**src/rtl/fwd_pkg.sv**
```systemverilog
// Package: shared select encodings for the bypass and hazard unit.
// Assumes two-bit select buses on the datapath multiplexers.
package fwd_pkg;

    // Source of an execute-stage operand.
    typedef enum logic [1:0] {
        OPD_REGFILE  = 2'd0,
        OPD_FROM_MEM = 2'd1,
        OPD_FROM_WB  = 2'd2
    } opd_sel_e;

    // Source of a decode-stage register-file read.
    typedef enum logic [1:0] {
        RD_ARRAY   = 2'd0,
        RD_WB_DATA = 2'd1,
        RD_ZERO    = 2'd2
    } rd_sel_e;

endpackage

```
**src/rtl/fwd_producer_match.sv**
```systemverilog
// Module: compares one producer slot against a set of consumer indices.
// A hit needs a valid, writing producer with a nonzero destination equal to
// the consumer index. Assumes index 0 is the hard-wired zero register.
module fwd_producer_match #(
    parameter int REG_ADDR_W = 5,
    parameter int NUM_SRC    = 2
) (
    input  logic                                 prod_valid_i,
    input  logic                                 prod_we_i,
    input  logic [REG_ADDR_W-1:0]                prod_rd_i,
    input  logic [NUM_SRC-1:0][REG_ADDR_W-1:0]   src_i,
    output logic [NUM_SRC-1:0]                   hit_o
);

    logic prod_live;

    // Purpose: decide once whether the producer may feed anyone at all.
    always_comb begin
        prod_live = prod_valid_i && prod_we_i && (prod_rd_i != '0);
    end

    for (genvar k = 0; k < NUM_SRC; k++) begin : g_cmp
        // Purpose: per-consumer index comparison.
        always_comb begin
            hit_o[k] = prod_live && (src_i[k] == prod_rd_i);
        end
    end

endmodule

```
**src/rtl/fwd_operand_select.sv**
```systemverilog
// Module: turns memory-stage and write-back hits into operand select codes.
// The memory stage holds the younger result and therefore takes priority.
// Assumes hits already exclude x0 and dead producers.
module fwd_operand_select #(
    parameter int NUM_SRC = 2
) (
    input  logic                     consumer_valid_i,
    input  logic [NUM_SRC-1:0]       mem_hit_i,
    input  logic [NUM_SRC-1:0]       wb_hit_i,
    output logic [NUM_SRC-1:0][1:0]  sel_o
);
    import fwd_pkg::*;

    for (genvar k = 0; k < NUM_SRC; k++) begin : g_opd
        opd_sel_e pick;
        // Purpose: priority pick for one operand, youngest producer first.
        always_comb begin
            if (!consumer_valid_i)  pick = OPD_REGFILE;
            else if (mem_hit_i[k])  pick = OPD_FROM_MEM;
            else if (wb_hit_i[k])   pick = OPD_FROM_WB;
            else                    pick = OPD_REGFILE;
            sel_o[k] = pick;
        end
    end

endmodule

```
**src/rtl/fwd_read_bypass.sv**
```systemverilog
// Module: register-file read steering for decode. A read of x0 goes to a
// constant zero; a read that meets the same-cycle write-back goes to the
// write data; anything else reads the array.
module fwd_read_bypass #(
    parameter int REG_ADDR_W = 5,
    parameter int NUM_PORTS  = 2
) (
    input  logic [NUM_PORTS-1:0][REG_ADDR_W-1:0]  addr_i,
    input  logic [NUM_PORTS-1:0]                  wb_hit_i,
    output logic [NUM_PORTS-1:0][1:0]             sel_o
);
    import fwd_pkg::*;

    for (genvar p = 0; p < NUM_PORTS; p++) begin : g_port
        rd_sel_e pick;
        // Purpose: choose zero, write-back data or the array for one port.
        always_comb begin
            if (addr_i[p] == '0)  pick = RD_ZERO;
            else if (wb_hit_i[p]) pick = RD_WB_DATA;
            else                  pick = RD_ARRAY;
            sel_o[p] = pick;
        end
    end

endmodule

```
**src/rtl/fwd_hazard_unit.sv**
```systemverilog
// Module: top of the bypass and load-use hazard unit. Produces execute
// operand selects, a write-back to memory-stage store bypass, register-file
// transparency selects and a load-use stall request. Execute and store
// selects are held in a register while the outside hold is asserted.
// Assumes: unused sources carry index 0; datapath muxes are external.
module fwd_hazard_unit #(
    parameter int REG_ADDR_W   = 5,
    parameter int NUM_EX_SRC   = 2,
    parameter int NUM_RD_PORTS = 2
) (
    input  logic                                     clk,
    input  logic                                     rst_n,
    input  logic                                     pipe_hold_i,
    input  logic                                     ex_valid_i,
    input  logic [NUM_EX_SRC-1:0][REG_ADDR_W-1:0]    ex_src_i,
    input  logic                                     mem_valid_i,
    input  logic                                     mem_we_i,
    input  logic                                     mem_load_i,
    input  logic [REG_ADDR_W-1:0]                    mem_rd_i,
    input  logic [REG_ADDR_W-1:0]                    mem_store_src_i,
    input  logic                                     wb_valid_i,
    input  logic                                     wb_we_i,
    input  logic [REG_ADDR_W-1:0]                    wb_rd_i,
    input  logic [NUM_RD_PORTS-1:0][REG_ADDR_W-1:0]  rd_addr_i,
    output logic [NUM_EX_SRC-1:0][1:0]               ex_opd_sel_o,
    output logic                                     mem_store_fwd_o,
    output logic [NUM_RD_PORTS-1:0][1:0]             rd_sel_o,
    output logic                                     load_stall_o
);
    import fwd_pkg::*;

    localparam int SEL_BITS = 2 * NUM_EX_SRC;

    logic [NUM_EX_SRC-1:0]        ex_mem_hit;
    logic [NUM_EX_SRC-1:0]        ex_wb_hit;
    logic [0:0]                   st_wb_hit;
    logic [NUM_RD_PORTS-1:0]      rd_wb_hit;
    logic [NUM_EX_SRC-1:0][1:0]   live_sel;
    logic                         live_store;
    logic [SEL_BITS-1:0]          held_sel;
    logic                         held_store;
    logic                         load_hazard;

    // Memory-stage producer against execute sources.
    fwd_producer_match #(.REG_ADDR_W(REG_ADDR_W), .NUM_SRC(NUM_EX_SRC)) i_mem_vs_ex (
        .prod_valid_i (mem_valid_i),
        .prod_we_i    (mem_we_i),
        .prod_rd_i    (mem_rd_i),
        .src_i        (ex_src_i),
        .hit_o        (ex_mem_hit)
    );

    // Write-back producer against execute sources.
    fwd_producer_match #(.REG_ADDR_W(REG_ADDR_W), .NUM_SRC(NUM_EX_SRC)) i_wb_vs_ex (
        .prod_valid_i (wb_valid_i),
        .prod_we_i    (wb_we_i),
        .prod_rd_i    (wb_rd_i),
        .src_i        (ex_src_i),
        .hit_o        (ex_wb_hit)
    );

    // Write-back producer against the memory-stage store-data source.
    fwd_producer_match #(.REG_ADDR_W(REG_ADDR_W), .NUM_SRC(1)) i_wb_vs_store (
        .prod_valid_i (wb_valid_i),
        .prod_we_i    (wb_we_i),
        .prod_rd_i    (wb_rd_i),
        .src_i        (mem_store_src_i),
        .hit_o        (st_wb_hit)
    );

    // Write-back producer against decode read addresses.
    fwd_producer_match #(.REG_ADDR_W(REG_ADDR_W), .NUM_SRC(NUM_RD_PORTS)) i_wb_vs_rd (
        .prod_valid_i (wb_valid_i),
        .prod_we_i    (wb_we_i),
        .prod_rd_i    (wb_rd_i),
        .src_i        (rd_addr_i),
        .hit_o        (rd_wb_hit)
    );

    fwd_operand_select #(.NUM_SRC(NUM_EX_SRC)) i_ex_select (
        .consumer_valid_i (ex_valid_i),
        .mem_hit_i        (ex_mem_hit),
        .wb_hit_i         (ex_wb_hit),
        .sel_o            (live_sel)
    );

    fwd_read_bypass #(.REG_ADDR_W(REG_ADDR_W), .NUM_PORTS(NUM_RD_PORTS)) i_read_bypass (
        .addr_i   (rd_addr_i),
        .wb_hit_i (rd_wb_hit),
        .sel_o    (rd_sel_o)
    );

    // Purpose: store-data bypass and load-use detection from the hit vectors.
    always_comb begin
        live_store  = mem_valid_i && st_wb_hit[0];
        load_hazard = ex_valid_i && mem_load_i && (|ex_mem_hit);
    end

    // Purpose: remember the last decision taken while the pipeline advanced.
    always_ff @(posedge clk) begin
        if (!rst_n) begin
            held_sel   <= '0;
            held_store <= 1'b0;
        end else if (!pipe_hold_i) begin
            held_sel   <= live_sel;
            held_store <= live_store;
        end
    end

    // Purpose: present held decisions during a hold, live ones otherwise.
    always_comb begin
        ex_opd_sel_o    = pipe_hold_i ? held_sel : live_sel;
        mem_store_fwd_o = pipe_hold_i ? held_store : live_store;
        load_stall_o    = load_hazard && !pipe_hold_i;
    end

    // ---------------- assertions ----------------
    for (genvar k = 0; k < NUM_EX_SRC; k++) begin : g_chk
        // A zero source never takes a bypassed value.
        assert_zero_src_no_bypass_R6: assert property (@(posedge clk) disable iff (!rst_n)
            (!pipe_hold_i && ex_src_i[k] == '0) |-> ex_opd_sel_o[k] == 2'd0);
        // Memory-stage match beats write-back match.
        assert_mem_beats_wb_R3: assert property (@(posedge clk) disable iff (!rst_n)
            (!pipe_hold_i && ex_valid_i && mem_valid_i && mem_we_i && mem_rd_i != '0
             && mem_rd_i == ex_src_i[k]) |-> ex_opd_sel_o[k] == 2'd1);
    end

    // No producer alive means no bypass anywhere.
    assert_dead_producers_R7: assert property (@(posedge clk) disable iff (!rst_n)
        (!pipe_hold_i && !mem_valid_i && !wb_valid_i) |-> (ex_opd_sel_o == '0 && !mem_store_fwd_o));

    // A stall request needs a live load and a live consumer.
    assert_stall_needs_load_R9: assert property (@(posedge clk) disable iff (!rst_n)
        load_stall_o |-> (mem_load_i && mem_valid_i && mem_we_i && ex_valid_i));

    // Selects do not move across consecutive held cycles.
    assert_hold_freezes_R10: assert property (@(posedge clk) disable iff (!rst_n)
        (pipe_hold_i && $past(pipe_hold_i) && $past(rst_n)) |->
        ($stable(ex_opd_sel_o) && $stable(mem_store_fwd_o)));

    // Reads of x0 always go to the zero constant.
    assert_x0_read_zero_R6: assert property (@(posedge clk) disable iff (!rst_n)
        (rd_addr_i[0] == '0) |-> rd_sel_o[0] == 2'd2);

endmodule

```
**config.mk**
```make
export PLATFORM = sky130hd
export DESIGN_NAME = fwd_hazard_unit
export DESIGN_NICKNAME = d
export VERILOG_FILES = /design/src/rtl/fwd_pkg.sv /design/src/rtl/fwd_producer_match.sv /design/src/rtl/fwd_operand_select.sv /design/src/rtl/fwd_read_bypass.sv /design/src/rtl/fwd_hazard_unit.sv
export SDC_FILE = /design/constraint.sdc
export NUM_CORES = 1
export LEC_CHECK = 0
export BUFFER_PORTS_ARGS = -buffer_cell sky130_fd_sc_hd__buf_2
export CORE_ASPECT_RATIO = 1.2
export CORE_MARGIN = 4
export CORE_UTILIZATION = 31
export DETAILED_ROUTE_END_ITERATION = 16
export PLACE_DENSITY_LB_ADDON = 0.2
export SLEW_MARGIN = 15
export SYNTH_ARGS = -nofsm -noshare
export SYNTH_HDL_FRONTEND = slang
export SYNTH_SLANG_ARGS = --single-unit
```
**constraint.sdc**
```tcl
create_clock -name clk -period 2.16 [get_ports clk]
set_clock_uncertainty 0.15 [all_clocks]
set_input_delay 0.216 -clock clk [delete_from_list [all_inputs] [get_ports clk]]
set_output_delay 0.216 -clock clk [all_outputs]
set_load 0.005 [all_outputs]
```
==> results of run 1 <==
==> sequential cells by signal, indices dropped and copies added, names as in the netlist <==
register	cells
held_sel	4
held_store	1
==> routing by layer <==
| metal | part of all wire (%) | GRT usage (%) | routed length [microns] | vias up |
|---|---|---|---|---|
| met2 | 50 | 25.8 | 1050 | 33 |
| met1 | 41 | 16.5 | 857 | 345 |
| met3 | 8.3 | 4.91 | 173 | 3 |
| met4 | 0.53 | 4.49 | 11 | 0 |
| li1 | - | - | - | 401 |
| met5 | 0 | 0 | 0 | - |
==> worst max path at each step <==
stage / startpoint / endpoint / slack (ps) / cells past startpoint
floorplan: wb_rd_i[2] / held_store / 370 / 5
global placement: mem_rd_i[0] / ex_opd_sel_o[3] / 150 / 6
detailed placement: mem_rd_i[0] / ex_opd_sel_o[1] / 140 / 6
CTS: mem_rd_i[0] / ex_opd_sel_o[1] / 140 / 6
global route: mem_rd_i[0] / ex_opd_sel_o[3] / 60 / 6
finish: mem_rd_i[0] / ex_opd_sel_o[3] / 130 / 6
==> stage by stage <==
step	cell area, sq um	power, W	util (%)	cells	setup WS [ps]
2_1_floorplan	711	0.000168	-	83	375
6_report	1020	0.000344	48.2	165	134
3_5_place_dp	995	0.000234	47.0	161	143
3_3_place_gp	995	0.000231	47.0	161	154
4_1_cts	1020	0.000349	48.2	165	136
5_1_grt	1020	0.000371	48.2	165	64.2
==> layout make-up <==
| class | count | area [sq um] | area share (%) |
|---|---|---|---|
| multi-input cells | 73 | 592 | 58.0 |
| repair buffers | 53 | 265 | 26.0 |
| flip-flops and latches | 5 | 100 | 9.80 |
| well taps | 30 | 37.5 | 3.68 |
| clock buffers | 4 | 26.3 | 2.57 |
==> placed cells by master (no fill, tap or decap) <==
cell type  netlist  routed
dfxtp_1          5       5
nand3_1          5       5
clkbuf_4         0       3
clkbuf_1         4       1
o211a_1          1       1
and2_1           5       5
o211ai_2         2       2
o31ai_1          1       1
nor3_1           2       2
a22o_2           1       1
nor4_1           4       4
xnor2_1         11      11
a22o_1           1       1
or4_1            6       6
nor2_1           2       2
nand2b_1         1       1
o41ai_4          1       1
buf_2            0      53
nor4_2           1       1
o41ai_2          1       1
xor2_1          24      24
nor2b_1          1       1
nand2_1          3       3
==> cell families (layout without fill, tap and decap cells) <==
logic type	after synthesis	count (layout)	synth area share [%]
compound gates	8	8	14.8
xor+xnor	35	35	43.1
buf+inv	5	57	2.64
flops	5	5	14.1
simple gates	30	30	25.4
==> power groups by stage <==
stage | clock network (W) | registers (W) | logic [W]
detailed placement | 0 | 0.0000945 | 0.000139
finish | 0.000114 | 0.0000928 | 0.000138
CTS | 0.000116 | 0.0000928 | 0.000140
floorplan | 0 | 0.0000945 | 0.0000734
global route | 0.000124 | 0.0000926 | 0.000155
global placement | 0 | 0.0000945 | 0.000137
==> summary.md, run 1 <==
| Metric | Value |
|---|---|
| Crit path DAT | `1660 ps` |
| Fin crit share | `between 90 and 100%` |
| Combinational share of power | `40.0%` |
| Initial DRC Count | `6` |
| Global-route wire length before repair | `about 3400 microns` |
| Hold path start | `rst_n` |
| Worst hold path depth | `2` |
| Std-Cell Rows | `18` |
| Largest net degree at the start of global routing | `9` |
| Ranking of synthesized cells by area | `xor2_1, dfxtp_1, xnor2_1, or4_1, and2_1` |
| Core area | `0.00212 sq mm` |
| Area Growth Syn to Fin | `43.7%` |
| Synth Flop Type | `dfxtp_1` |
| Port bufs | `53` |
| Routed len/inst | `between 10 and 15 microns` |
| Crit-path leading delay family | `simple AND/OR/NAND/NOR gates` |
| Gpl congestion | `between 0.8 and 0.9` |
| Number of post-CTS setup repair buffers | `0` |
| Maximum capacitance violations | `0` |
| Status | `finished, final reports clean` |
| ANT nets after route | `0` |
| Worst-Margin Slew | `563 ps` |
| Drt first pass iters | `3` |
| H-tree depth | `1` |
| Crit path top cell by count | `buf_2` |
| Die area | `about 0.0031 sq mm` |
| Post-synthesis sequential area ratio | `between 10% and 20%` |
| Worst slew margin | `between 60% and 70%` |
| Most common cell in the netlist | `xor2_1` |
| CTS Hold Bufs | `0` |
| P_leak | `approximately 0.49 nW` |
| Area leader, netlist | `xor2_1` |
| Synth Instances | `between 80 and 90` |
| Number of fill cells | `232` |
| Fin nets | `180` |
| Synth warn | `0` |
| Max Slew Vio Count | `0` |
| Switching part of the total | `roughly a third` |
| DRC | `0` |
| Clk_lat worst skew | `250 ps` |
| Post-synth top area share | `between 20% and 30%` |
| VDD IR max | `around 0.00024 V` |
| Clock Sinks | `5` |
| Yosys cell types | `22` |
| Avg Cell Area, Syn | `8.56 sq um` |
| Clock Tree Root | `clkbuf_4` |
| P_sw | `about 0.00011 W` |
| Cell Int Power | `approximately 0.00023 W` |
| CTS tree | `done` |
| IO Count | `54` |
| Num CTS Buffers | `3` |
| Startpoint Class | `input pin` |
| Crit-path max cell delay | `540 ps` |
| Routed WL | `roughly 2100 microns` |
| Crit. End Element | `output port` |
| Initial antenna violation count | `0` |
| Final TNS setup | `0 ps` |
| Register share of total power | `a little over a quarter` |
| Setup-failing EPs final | `0` |
| Vias in the first global route | `approximately 780` |
| Worst R2R Path Depth | `2` |
| Synth Register Bits | `5` |
| Resized Gates After CTS | `0` |
| Clock share of power | `between 30% and 40%` |
| Effective utilization at floorplan | `between 30% and 40%` |
| Maximum achievable frequency | `0.494 GHz` |
| Post-synth EDFFs | `0` |
| Die Y-Extent | `about 60 microns` |
| Fin Hold WS | `roughly 77 ps` |
| Power per Cell Area | `roughly 340 mW/mm^2` |
| Global-route usage over all layers | `around 15%` |
| GRT Residual Overflow | `0` |
| Worst-path cell chain | `buf_2, or4_1, o211ai_2, nor4_2, o41ai_4, buf_2` |
| Mapped cell area | `between 700 and 800 sq um` |
| Hpwl dp | `between 1500 and 2000 microns` |
| RSZ-0062 raised after global routing | `no` |
| WP buf/inv | `2` |
| Fin. Hold Viols | `0` |
| Slowest stage cell, crit path | `or4_1` |
| Reg-to-reg setup timing slack | `1210 ps` |
| CTS clock-pin slew for the worst setup and hold paths | `approximately 40 ps` |
| WHS Endpoint | `held_sel[0]` |
| Final worst path period need | `slightly above 2000 ps` |
| Syn Nets | `~130` |
| Via count | `slightly below 800` |
| Die width | `about 52 microns` |
| Hold WC Path Type | `in2reg` |
| Vias per cell | `around 4.7` |
| Number of diodes | `0` |
| CP required | `approximately 1800 ps` |
| Kind of critical path | `in2out` |
| Async set or reset register ratio after synthesis | `0%` |
| FF-to-FF Start | `held_sel[0]` |
| Worst Path Max Fanout | `3` |
| Worst reg2reg endpoint | `held_sel[0]` |
| Maximum clock path buffer count | `2` |
| Synth top cells by count | `xor2_1, xnor2_1, or4_1` |
| Layout cells sized above 1 | `45.9%` |
Note: power is estimated with default switching activity, not from simulation.
==> run 2, diff against run 1 <==
Settings changed: GPL_TIMING_DRIVEN set to 0, SYNTH_HIERARCHICAL set to 1.
==> run 2 against run 1 <==
  * Synthesized cell count increased by 6.0%
  * Sequential cell count stayed put
  * Die area grew 8.0%
  * Global-route usage down 1.4 points
  * Register-to-register slack worse by 20 ps
  * Cell count rose by 6.7%
  * Sequential share of layout area shrank 1.2 points
  * Core utilization increased by 1.4 points
  * Wire length is 4.5% higher
  * Via count increased by 10%
  * Clock power is 8% lower
  * Largest cell class unchanged
==> summary.md, run 2 <==
| Metric | Value |
|---|---|
| Status | `finished, final reports clean (unchanged)` |
| Number of diodes | `0 (unchanged)` |
| Largest net degree at the start of global routing | `9 (unchanged)` |
| Most common cell in the netlist | `xnor2_1 (was xor2_1)` |
| Synth Register Bits | `5 (unchanged)` |
| VDD IR max | `0.000153 V (was 0.000245 V)` |
| Effective utilization at floorplan | `33.0% (was 33.6%)` |
| Crit-path leading delay family | `simple AND/OR/NAND/NOR gates (unchanged)` |
| Crit path DAT | `1760 ps (was 1660 ps)` |
| RSZ-0062 raised after global routing | `no (unchanged)` |
| Combinational share of power | `44.8% (was 40.0%)` |
| Post-synth top area share | `24.8% (was 29.6%)` |
| Worst Path Max Fanout | `3 (unchanged)` |
| Ranking of synthesized cells by area | `xnor2_1, xor2_1, dfxtp_1, mux2_4, nor4_1 (was xor2_1, dfxtp_1, xnor2_1, or4_1, and2_1)` |
| Layout cells sized above 1 | `50.3% (was 45.9%)` |
| WP buf/inv | `2 (unchanged)` |
| Slowest stage cell, crit path | `or4_4 (was or4_1)` |
| GRT Residual Overflow | `0 (unchanged)` |
| Final worst path period need | `2120 ps (was 2030 ps)` |
| H-tree depth | `1 (unchanged)` |
| CP required | `1790 ps (about the same)` |
| Synth Instances | `88 (was 83)` |
| Routed WL | `2180 microns (was 2090 microns)` |
| Crit. End Element | `output port (unchanged)` |
| Synth top cells by count | `xnor2_1, xor2_1, nand3_1, nor4_1, dfxtp_1 (was xor2_1, xnor2_1, or4_1)` |
| Post-synth EDFFs | `0 (unchanged)` |
| Async set or reset register ratio after synthesis | `0% (unchanged)` |
| Power per Cell Area | `307 mW/mm^2 (was 337 mW/mm^2)` |
| Largest register by flop count | `held_sel (unchanged)` |
| Sequential cell area | `100 sq um (unchanged)` |
| Area leader, netlist | `xnor2_1 (was xor2_1)` |
| P_sw | `0.000116 W (was 0.000113 W)` |
| Synth warn | `6 (was 0)` |
| Die area | `0.00337 sq mm (was 0.00313 sq mm)` |
| Avg Cell Area, Syn | `8.83 sq um (was 8.56 sq um)` |
| Kind of critical path | `in2out (unchanged)` |
| Die Y-Extent | `62.8 microns (was 60.5 microns)` |
| Synth Flop Type | `dfxtp_1 (unchanged)` |
| Die width | `53.7 microns (was 51.7 microns)` |
| Crit-path max cell delay | `550 ps (was 540 ps)` |
| Placed Instance Area | `0.00108 sq mm (was 995 sq um)` |
| Clock Sinks | `5 (unchanged)` |
| Number of fill cells | `232 (unchanged)` |
| DRC | `0 (unchanged)` |
| Initial antenna violation count | `0 (unchanged)` |
| Worst slew margin | `81.6% (was 62.1%)` |
| Worst-path cell chain | `buf_2, or4_4, o211ai_4, nor4_4, and2_4, mux2_4, buf_6 (was buf_2, or4_1, o211ai_2, nor4_2, o41ai_4, buf_2)` |
| Num CTS Buffers | `3 (unchanged)` |
| Global-route wire length before repair | `3500 microns (was 3410 microns)` |
| ANT nets after route | `0 (unchanged)` |
| Max Slew Vio Count | `0 (unchanged)` |
| Maximum achievable frequency | `0.471 GHz (was 0.494 GHz)` |
| Cell Int Power | `0.000243 W (was 0.000232 W)` |
| Vias per cell | `4.90 (was 4.74)` |
| Drt first pass iters | `2 (was 3)` |
| Clk_lat worst skew | `230 ps (was 250 ps)` |
| CTS Hold Bufs | `0 (unchanged)` |
| Area of the multi-input gates | `707 sq um (was 592 sq um)` |
| Setup-failing EPs final | `0 (unchanged)` |
| Startpoint Class | `input pin (unchanged)` |
| Yosys cell types | `24 (was 22)` |
| Std-Cell Rows | `19 (was 18)` |
| Port bufs | `52 (was 53)` |
| Design Area, Final | `0.00117 sq mm (was 0.00102 sq mm)` |
| Fin. Hold Viols | `0 (unchanged)` |
| Vias in the first global route | `880 (was 781)` |
| Overall power | `0.000359 W (was 0.000344 W)` |
| Switching part of the total | `32.3% (was 32.8%)` |
| Max FFs per register | `4 (unchanged)` |
| Post-synthesis sequential area ratio | `12.9% (was 14.1%)` |
| Global-route usage over all layers | `13.2% (was 14.6%)` |
| IO Count | `54 (unchanged)` |
| Clock Tree Root | `clkbuf_4 (unchanged)` |
| Hpwl dp | `1930 microns (was 1850 microns)` |
| Clock share of power | `29.3% (was 33.0%)` |
| Mapped cell area | `777 sq um (was 711 sq um)` |
| Area Growth Syn to Fin | `50.2% (was 43.7%)` |
| CTS tree | `done (unchanged)` |
| Worst-Margin Slew | `273 ps (was 563 ps)` |
| Maximum clock path buffer count | `2 (unchanged)` |
| Final TNS setup | `0 ps (unchanged)` |
| Reg-to-reg setup timing slack | `1190 ps (was 1210 ps)` |
| Register share of total power | `25.9% (was 27.0%)` |
| Initial DRC Count | `6 (unchanged)` |
| P_leak | `0.523 nW (was 0.491 nW)` |
| Top flop regs | `held_sel: 4 flops, held_store: 1 flops (unchanged)` |
| Gpl congestion | `0.727 (was 0.818)` |
| Syn Nets | `132 (was 127)` |
| Hold WC Path Type | `in2reg (unchanged)` |
| CTS clock-pin slew for the worst setup and hold paths | `40 ps (about the same)` |
| Fin Hold WS | `103 ps (was 76.7 ps)` |
| Via count | `863 (was 782)` |
| Most frequent cells in the layout | `buf_2, xnor2_1, xor2_1, nand3_1 (was buf_2, xor2_1, xnor2_1, or4_1)` |
| Routed len/inst | `12.4 microns (was 12.7 microns)` |
| Core area | `0.00235 sq mm (was 0.00212 sq mm)` |
| Maximum capacitance violations | `0 (unchanged)` |
| Fin util | `49.6% (was 48.2%)` |
| Fin crit share | `98.3% (was 93.8%)` |
| Most common cell after layout, fill and taps aside | `buf_2 (unchanged)` |
| Fin nets | `190 (was 180)` |
-- run 2: worst paths after layout --
check,endpoint,from,cells after the start
worst min register to register,held_store,held_store,2
worst max register to register,held_sel[0],held_sel[0],2
worst min-delay path,held_sel[2],rst_n,2
worst max-delay path,ex_opd_sel_o[0],mem_rd_i[1],7
-- run 2: cell type report --
cell class | count | share of cell area (%)
Multi-Input combinational cell | 81 | 60.6
Tap cell | 31 | 3.32
Buffer | 1 | 0.965
Sequential cell | 5 | 8.57
Inverter | 1 | 0.322
Timing Repair Buffer | 53 | 24.0
Clock buffer | 4 | 2.25
-- run 2: metal layers --
| metal | routed length [microns] | vias up | GRT usage, % |
|---|---|---|---|
| met2 | 1230 | 31 | 25.6 |
| met5 | 0 | - | 0 |
| li1 | - | 437 | - |
| met3 | 170 | 2 | 1.91 |
| met1 | 771 | 393 | 12.9 |
| met4 | 10 | 0 | 4.79 |
-- run 2: cell families after synthesis --
family | synth area share (%)
buffers and inverters | 1.93
AOI/OAI and AO/OA | 10.5
and+or+nand+nor | 28.7
muxes | 7.73
xor gates and xnor gates | 38.3
DFF | 12.9
-- run 2: stage by stage --
stage | setup WS, ps | instances
floorplan | 312 | 88
finish | 37.0 | 176
detailed placement | 36.1 | 171
global placement | 52.8 | 171
global route | 2.79 | 176
CTS | 34.4 | 175
-- run 2: power groups by stage --
stage               Sequential (W)  Clock [W]  Combinational (W)
floorplan                0.0000945          0          0.0000729
global placement         0.0000945          0           0.000147
detailed placement       0.0000945          0           0.000151
CTS                      0.0000929   0.000111           0.000152
global route             0.0000928   0.000113           0.000176
finish                   0.0000929   0.000105           0.000161
-- run 2: timing repair --
action	CTS	global route
setup buffers	0	1
endpoints found under the setup margin	0	4
resized for setup	0	10
==> run 3, diff against run 2 <==
Settings changed: SYNTH_HIERARCHICAL 1 to not set.
==> run 3 against run 2 <==
  * Critical path depth shrank 1
  * Via count shrank 7.2%
  * Global-route usage grew 1.3 points
  * Worst hold slack lost 23 ps
  * Wire length shrank 4.7%
  * Sequential power is essentially flat
  * Sequential cell count is the same
  * Clock-buffer cell count is the same
  * Critical path type unchanged
  * Critical endpoint is now ex_opd_sel_o[3]
==> summary.md, run 3 (synthesis results as in run 1) <==
| Metric | Value |
|---|---|
| Status | `finished, final reports clean (unchanged)` |
| Effective utilization at floorplan | `33.6% (was 33.0%)` |
| RSZ-0062 raised after global routing | `yes (was no)` |
| ANT nets after route | `0 (unchanged)` |
| Largest net degree at the start of global routing | `9 (unchanged)` |
| Placed Instance Area | `988 sq um (was 0.00108 sq mm)` |
| Vias in the first global route | `804 (was 880)` |
| Clk_lat worst skew | `250 ps (was 230 ps)` |
| Port bufs | `48 (was 52)` |
| Clock Tree Root | `clkbuf_4 (unchanged)` |
| Crit. End Element | `output port (unchanged)` |
| Fin. Hold Viols | `0 (unchanged)` |
| Global-route wire length before repair | `3440 microns (was 3500 microns)` |
| VDD IR max | `0.000278 V (was 0.000153 V)` |
| Fin nets | `180 (was 190)` |
| Worst Path Max Fanout | `3 (unchanged)` |
| Cell Int Power | `0.000230 W (was 0.000243 W)` |
| Kind of critical path | `in2out (unchanged)` |
| Overall power | `0.000344 W (was 0.000359 W)` |
| Number of diodes | `0 (unchanged)` |
| Worst-Margin Slew | `500 ps (was 273 ps)` |
| Number of post-CTS setup repair buffers | `0 (unchanged)` |
| Max FFs per register | `4 (unchanged)` |
| Core area | `0.00212 sq mm (was 0.00235 sq mm)` |
| Design Area, Final | `0.00102 sq mm (was 0.00117 sq mm)` |
| Hpwl dp | `1850 microns (was 1930 microns)` |
| Die area | `0.00313 sq mm (was 0.00337 sq mm)` |
| Worst R2R Path Depth | `2 (unchanged)` |
| Reg-to-reg setup timing slack | `1190 ps (about the same)` |
| Via count | `801 (was 863)` |
| Most common cell after layout, fill and taps aside | `buf_2 (unchanged)` |
| Die Y-Extent | `60.5 microns (was 62.8 microns)` |
| IO Count | `54 (unchanged)` |
| FF-to-FF Start | `held_sel[0] (unchanged)` |
| Std-Cell Rows | `18 (was 19)` |
| Sequential cell area | `100 sq um (unchanged)` |
| Die width | `51.7 microns (was 53.7 microns)` |
| Final TNS setup | `0 ps (unchanged)` |
| Clock Sinks | `5 (unchanged)` |
| Max Slew Vio Count | `0 (unchanged)` |
| Fin crit share | `96.0% (was 98.3%)` |
| Area of the multi-input gates | `598 sq um (was 707 sq um)` |
| Crit path DAT | `1710 ps (was 1760 ps)` |
| Initial antenna violation count | `0 (unchanged)` |
| Most frequent cells in the layout | `buf_2, xor2_1, xnor2_1, or4_1 (was buf_2, xnor2_1, xor2_1, nand3_1)` |
| P_leak | `0.478 nW (was 0.523 nW)` |
| Worst hold path depth | `2 (unchanged)` |
| Maximum capacitance violations | `0 (unchanged)` |
| Worst slew margin | `66.4% (was 81.6%)` |
| Clock share of power | `33.1% (was 29.3%)` |
| Gpl congestion | `0.752 (was 0.727)` |
| Maximum achievable frequency | `0.482 GHz (was 0.471 GHz)` |
| P_sw | `0.000114 W (was 0.000116 W)` |
| Maximum clock path buffer count | `2 (unchanged)` |
| Hold WC Path Type | `in2reg (unchanged)` |
| Register share of total power | `27.0% (was 25.9%)` |
| CTS Hold Bufs | `0 (unchanged)` |
| Layout cells sized above 1 | `43.0% (was 50.3%)` |
| Vias per cell | `4.85 (was 4.90)` |
| Top flop regs | `held_sel: 4 flops, held_store: 1 flops (unchanged)` |
| Final worst path period need | `2070 ps (was 2120 ps)` |
| Worst reg2reg endpoint | `held_sel[0] (unchanged)` |
| CTS clock-pin slew for the worst setup and hold paths | `50 ps (was 40 ps)` |
| Number of fill cells | `247 (was 232)` |
| Area Growth Syn to Fin | `43.7% (was 50.2%)` |
| Routed WL | `2080 microns (was 2180 microns)` |
| GRT Residual Overflow | `0 (unchanged)` |
| Power per Cell Area | `337 mW/mm^2 (was 307 mW/mm^2)` |
| DRC | `0 (unchanged)` |
| Switching part of the total | `33.1% (was 32.3%)` |
| Num CTS Buffers | `3 (unchanged)` |
| CTS tree | `done (unchanged)` |
| Combinational share of power | `40.0% (was 44.8%)` |
| CP required | `1790 ps (about the same)` |
| Setup-failing EPs final | `0 (unchanged)` |
| Routed len/inst | `12.6 microns (was 12.4 microns)` |
| H-tree depth | `1 (unchanged)` |
| WHS Endpoint | `held_sel[3] (was held_sel[2])` |
| Startpoint Class | `input pin (unchanged)` |
| Global-route usage over all layers | `14.5% (was 13.2%)` |
| Drt first pass iters | `2 (unchanged)` |
| Largest register by flop count | `held_sel (unchanged)` |
| Hold path start | `rst_n (unchanged)` |
| Initial DRC Count | `2 (was 6)` |
[run 3: cell types whose count changed in the layout (fill, tap and decap cells not counted), moves of 4 or more]
cell,change
clkbuf_1,+4
mux2_4,-4
or4_1,+4
xnor2_1,-11
xor2_1,+12
[run 3: worst max path at each step]
stage | startpoint | end | slack, ps | depth (start not counted)
6_report | mem_rd_i[0] | ex_opd_sel_o[3] | 90 | 6
5_1_grt | mem_rd_i[0] | ex_opd_sel_o[3] | -3 | 6
3_3_place_gp | mem_rd_i[0] | ex_opd_sel_o[1] | 100 | 6
3_5_place_dp | mem_rd_i[0] | ex_opd_sel_o[3] | 100 | 6
4_1_cts | mem_rd_i[0] | ex_opd_sel_o[3] | 90 | 6
2_1_floorplan | wb_rd_i[2] | held_store | 370 | 5
[run 3: metrics by stage]
step	std cells	utilization, %	setup slack, ps	hold slack, ps
floorplan	83	-	375	188
global placement	161	46.7	102	330
detailed placement	161	46.7	96.2	334
CTS	165	47.9	93.4	79.9
global route	165	48.2	-2.55	96.9
finish	165	48.2	85.4	80.0
[run 3: layer usage]
metal	vias up	part of all wire, %	GRT usage [%]
li1	398	-	-
met1	367	39	17.2
met2	34	52	26.7
met3	2	7.9	4.18
met4	0	0.53	1.12
met5	-	0	0
[run 3: repair_timing]
item / in CTS / in global routing
gates resized for setup: 0 / 1
endpoints found under the hold margin: 0 / 0
setup endpoints to repair: 0 / 1
[run 3: final cells by class]
cell class / instances / share of cell area [%]
Buffer: 5 / 1.84
Sequential cell: 5 / 9.80
Timing Repair Buffer: 48 / 23.5
Multi-Input combinational cell: 73 / 58.6
Tap cell: 30 / 3.68
Clock buffer: 4 / 2.57
[run 3: worst max-delay path, cell delays in order]
cell and delay (ps):
buf_2 130, or4_1 550, o211ai_2 210, nor4_2 110
o41ai_4 340, buf_2 160
[run 3: power groups by stage]
stage / Combinational, W / Sequential, W / Clock (W)
6_report: 0.000137 / 0.0000927 / 0.000114
3_5_place_dp: 0.000138 / 0.0000945 / 0
5_1_grt: 0.000154 / 0.0000926 / 0.000125
3_3_place_gp: 0.000134 / 0.0000945 / 0
4_1_cts: 0.000138 / 0.0000927 / 0.000118
2_1_floorplan: 0.0000734 / 0.0000945 / 0
